$ cat config.mk
export PLATFORM = sky130hd
export DESIGN_NAME = cs_predec
export DESIGN_NICKNAME = d
export VERILOG_FILES = /design/src/rtl/cs_predec_pkg.sv /design/src/rtl/cs_predec_decode.sv /design/src/rtl/cs_predec_lane.sv /design/src/rtl/cs_predec.sv
export SDC_FILE = /design/constraint.sdc
export NUM_CORES = 1
export LEC_CHECK = 0
export ABC_AREA = 1
export ABC_CLOCK_PERIOD_IN_PS = 1800
export BUFFER_PORTS_ARGS = -buffer_cell sky130_fd_sc_hd__buf_2
export CAP_MARGIN = 10
export CORE_MARGIN = 5
export CORE_UTILIZATION = 45
export CTS_BUF_LIST = sky130_fd_sc_hd__clkbuf_16
export DETAILED_ROUTE_END_ITERATION = 6
export GPL_ROUTABILITY_DRIVEN = 0
export GPL_TIMING_DRIVEN = 0
export PLACE_DENSITY = 0.69
export SLEW_MARGIN = 40
export SYNTH_ARGS = -nofsm -noshare
export SYNTH_HDL_FRONTEND = slang
export SYNTH_HIERARCHICAL = 1
export SYNTH_SLANG_ARGS = --single-unit
$ cat constraint.sdc
create_clock -name clk_i -period 1.8 [get_ports clk_i]
set_clock_uncertainty 0.2 [all_clocks]
set_input_delay 0.36 -clock clk_i [delete_from_list [all_inputs] [get_ports clk_i]]
set_output_delay 0.36 -clock clk_i [all_outputs]
set_load 0.1 [all_outputs]
$ cat src/rtl/cs_predec_pkg.sv
package cs_predec_pkg;

    localparam int unsigned PD_ADDR_W = 2;
    localparam int unsigned PD_LINES  = 1 << PD_ADDR_W;

    // Abstract level of one line, used to reason about charge sharing
    typedef enum logic [1:0] {
        LVL_LOW  = 2'd0,
        LVL_HALF = 2'd1,
        LVL_HIGH = 2'd2
    } line_lvl_e;

endpackage

$ cat src/rtl/cs_predec_decode.sv
module cs_predec_decode #(
    parameter int unsigned ADDR_W = 2,
    parameter int unsigned LINES  = 1 << ADDR_W
) (
    input  logic [ADDR_W-1:0] addr_i,
    input  logic [LINES-1:0]  held_i,
    output logic [LINES-1:0]  hot_o,
    output logic [LINES-1:0]  diff_o
);

    // One comparator and one change detector per line
    for (genvar i = 0; i < LINES; i++) begin : g_line
        assign hot_o[i]  = (addr_i == ADDR_W'(i));
        assign diff_o[i] = hot_o[i] ^ held_i[i];
    end

endmodule

$ cat src/rtl/cs_predec_lane.sv
module cs_predec_lane (
    input  logic held_i,
    input  logic flag_i,
    output logic hi_o,
    output logic lo_o,
    output logic shr_o
);

    // A flagged line floats onto the share node; otherwise it is driven
    assign shr_o = flag_i;
    assign hi_o  = held_i & ~flag_i;
    assign lo_o  = ~held_i & ~flag_i;

endmodule

$ cat src/rtl/cs_predec.sv
module cs_predec #(
    parameter int unsigned ADDR_W = cs_predec_pkg::PD_ADDR_W,
    localparam int unsigned LINES = 1 << ADDR_W
) (
    input  logic              clk_i,
    input  logic              rst_ni,
    input  logic [ADDR_W-1:0] addr_i,
    input  logic              share_i,
    input  logic              latch_i,
    output logic [LINES-1:0]  drv_hi_o,
    output logic [LINES-1:0]  drv_lo_o,
    output logic [LINES-1:0]  shr_en_o,
    output logic              wl_en_o
);

    typedef struct packed {
        logic [LINES-1:0] held;    // last fully driven one-hot value
        logic [LINES-1:0] target;  // pending one-hot value
        logic [LINES-1:0] flag;    // lines currently on the share node
        logic             wl_en;
    } pd_state_t;

    pd_state_t st_d, st_q;

    logic [LINES-1:0] hot;
    logic [LINES-1:0] diff;
    logic             take;

    cs_predec_decode #(
        .ADDR_W (ADDR_W),
        .LINES  (LINES)
    ) u_decode (
        .addr_i (addr_i),
        .held_i (st_q.held),
        .hot_o  (hot),
        .diff_o (diff)
    );

    assign take = share_i & latch_i;

    always_comb begin
        st_d = st_q;
        if (take) begin
            st_d.target = hot;
            st_d.flag   = diff;
        end else if (!share_i && (st_q.flag != '0)) begin
            st_d.held = st_q.target;
            st_d.flag = '0;
        end
        // Enable only after a full cycle with every line at a rail
        st_d.wl_en = (st_q.flag == '0) && (st_d.flag == '0);
    end

    always_ff @(posedge clk_i or negedge rst_ni) begin
        if (!rst_ni) begin
            st_q.held   <= LINES'(1);
            st_q.target <= LINES'(1);
            st_q.flag   <= '0;
            st_q.wl_en  <= 1'b0;
        end else begin
            st_q <= st_d;
        end
    end

    for (genvar i = 0; i < LINES; i++) begin : g_lane
        cs_predec_lane u_lane (
            .held_i (st_q.held[i]),
            .flag_i (st_q.flag[i]),
            .hi_o   (drv_hi_o[i]),
            .lo_o   (drv_lo_o[i]),
            .shr_o  (shr_en_o[i])
        );
    end

    assign wl_en_o = st_q.wl_en;

endmodule

==> impl_metrics.csv <==
group,metric,value,unit
run_status,status,"complete, no violations",
sta,fin_setup_tns,0,ps
floorplanning,fp.dieW,51.69,um
power,powerDensity,1678,nW/um^2
floorplanning,start_util,46.30,%
detailed_routing,dr.pass1.iters,4,
synthesis,yosys.area_share.adder,0,%
clocking,cts_buffers,3,
cells_and_area,area_delta_synth_final,30.88,%
worst_setup_path,crit_arrival,1200,ps
cells_and_area,final_cell_area,1023,sq um
synthesis,synth_cell_types,14,
sta,period_minus_slack,1757,ps
sta,drv_slew,0,
synthesis,synth_compound_area_share,1.600,%
sta,timing.fmax,569.2,MHz
synthesis,synth_cells,106,
cells_and_area,n_antenna_cell,0,
clocking,clock_insertion_delay_worst_skew,230,ps
grt,grt_max_degree,14,
power,ir_drop,0.8425,mV
clocking,post_cts.repair.setup_buffers,0,
detailed_routing,via_per_inst,4.662,
placement,placed_area,903.4,sq um
synthesis,ys_ff_latch,13,
power,cellLeakagePower,0.6249,nW
synthesis,synth_top_family_by_area,"simple AND/OR/NAND/NOR gates",
sta,period_share,97.60,%
synthesis,synthSimpleGateAreaFrac,32.48,%
sta,hold_viol,0,
worst_setup_path,worstPathMaxFanout,5,
detailed_routing,vias,676,
clocking,path_clk_slew,40,ps
detailed_routing,drcViolationCount,0,
sta,slew_headroom,67.91,%
grt,overflow,0,
sta,setup_viol_count_final,0,
detailed_routing,first_iter_violations,8,
synthesis,syn-num-nets,112,
synthesis,synth.mux.area_fraction,7.680,%
synthesis,synth_area,782.0,sq um
placement,hpwl,1187,um
floorplanning,die_area,2671,sq um
cells_and_area,fin_cells,145,
synthesis,ys_seq_area_share,41.92,%
sta,rsz0062_at_grt,"no",
sta,worst_pin_slew,484.7,ps
worst_setup_path,start_kind,"register",
hold_path,hp-class,"input pin to register",
synthesis,yosys_warnings,6,
clocking,cts.path.max_buffers,2,
synthesis,syn_area_per_cell,7.377,sq um
detailed_routing,drt_wl_total,1580,um
placement,dp.cells,140,
worst_setup_path,required,1240,ps
clocking,cts_root_buf,"clkbuf_16",
grt,grt_pass1_vias,640,
clocking,cts_sinks,13,
clocking,cts_tree,"built",
floorplanning,rows,15,
grt,grt_pass1_wl,2808,um
floorplanning,ios,19,
placement,numPortBuffers,17,
detailed_routing,ant_nets,0,
worst_setup_path,critPathKind,"register to output port",
grt,antenna_found_initial,0,
floorplanning,coreArea,1689,sq um
grt,grtUsageTotal,13.85,%
synthesis,synth_xor_area_share,0,%
cells_and_area,drive_gt1_share,32.81,%
cells_and_area,post-route-util,60.59,%
flow_run,maxCapViolCount,0,
cells_and_area,fin_nets,135,
floorplanning,die-height,51.69,um
detailed_routing,routedWlPerCell,10.90,um
worst_setup_path,cp-end-kind,"output port",
clocking,htree_levels,1,
-- synthesized netlist by cell type --
cell	n	area share, %
nand2_1	37	18
dfrtp_1	11	35
buf_4	4	3.8
inv_1	23	11
nand3_1	5	3.2
nor2_2	6	4.8
dfstp_2	2	6.7
nand2_4	1	1.4
mux2_4	4	7.7
o21ai_0	1	0.64
nor2_1	9	4.3
nand3b_1	1	0.96
o21bai_1	1	0.96
buf_6	1	1.4
-- layer usage --
metal	part of all wire, %	global-route usage, %	vias up	wire (um)
li1	-	-	349	-
met1	44	17.87	307	701
met4	0.76	6.550	0	12
met2	49	21.82	18	767
met5	0	0	-	0
met3	6.2	3.152	2	98
-- cell usage in the layout, fill, tap and decap left out, drive strengths merged --
| cell | instances |
|---|---|
| nor2 | 15 |
| mux2 | 4 |
| o21bai | 1 |
| dfrtp | 11 |
| o21ai | 1 |
| nand3b | 1 |
| clkbuf | 11 |
| nand2 | 38 |
| buf | 14 |
| dlygate4sd3 | 1 |
| inv | 24 |
| nand3 | 5 |
| dfstp | 2 |
-- worst paths after layout --
check                                    startpoint  cells after the start  slack, ps              endpoint
worst min register to register  st_q[5]$_DFFE_PN1P_                      2        260   st_q[9]$_DFFE_PN1P_
worst max-delay path              st_q[3]$_DFF_PN0_                      2         40           shr_en_o[2]
worst max register to register    st_q[1]$_DFF_PN0_                      5        380  st_q[11]$_DFFE_PN0P_
min in group asynchronous                    rst_ni                      2        350     wl_en_o$_DFF_PN0_
max in group asynchronous                    rst_ni                      2        770   st_q[5]$_DFFE_PN1P_
worst min-delay path                        share_i                      4        260   st_q[9]$_DFFE_PN1P_
-- critical path, cell delays in order, from the launching register on --
cell	delay, ps
dfrtp_1	420
buf_4	130
buf_2	410
-- sequential cells by signal (all words and copies together), names as in the netlist --
signal / count
wl_en_o: 1
st_q: 12
-- cell families after synthesis --
| family | count (synthesis) |
|---|---|
| AND/OR/NAND/NOR | 59 |
| buffers and inverters | 28 |
| flip-flops | 13 |
| multiplexers | 4 |
| AO/OA/AOI/OAI | 2 |
-- area by class of cell --
cell class | instances | area (sq um)
buffer | 5 | 41.29
inverter | 23 | 86.33
multi-input combinational | 65 | 341.6
clock buffer | 3 | 75.07
clock inverter | 1 | 3.754
fill | 160 | 665.6
sequential | 13 | 327.8
tap | 17 | 21.27
timing repair buffer | 18 | 126.4
-- through the flow --
step	power [W]	hold slack [ps]	worst slack, ps
detailed placement	0.001283	64.82	133.5
global placement	0.001271	60.98	139.4
global route	0.001804	262.3	11.55
finish	0.001717	255.2	43.15
CTS	0.001702	242.5	3.746
floorplan	0.001159	-135.6	11.30
-- report_power, final --
part	total (W)	leakage, nW	switching (W)	internal [W]
Clock	0.000399	0.0423	0.000108	0.000291
Sequential	0.000419	0.165	0.0000642	0.000355
Combinational	0.000899	0.418	0.000701	0.000198
Total	0.00172	0.625	0.000873	0.000844
-- repair_timing --
action / 4_1_cts / 5_1_grt
endpoints found under the setup margin: 3 / 9
pin swaps: 0 / 0
hold buffers: 1 / 0
gates resized for setup: 3 / 9
endpoints found under the hold margin: 11 / 0
Power figures use the tool's default switching activity.
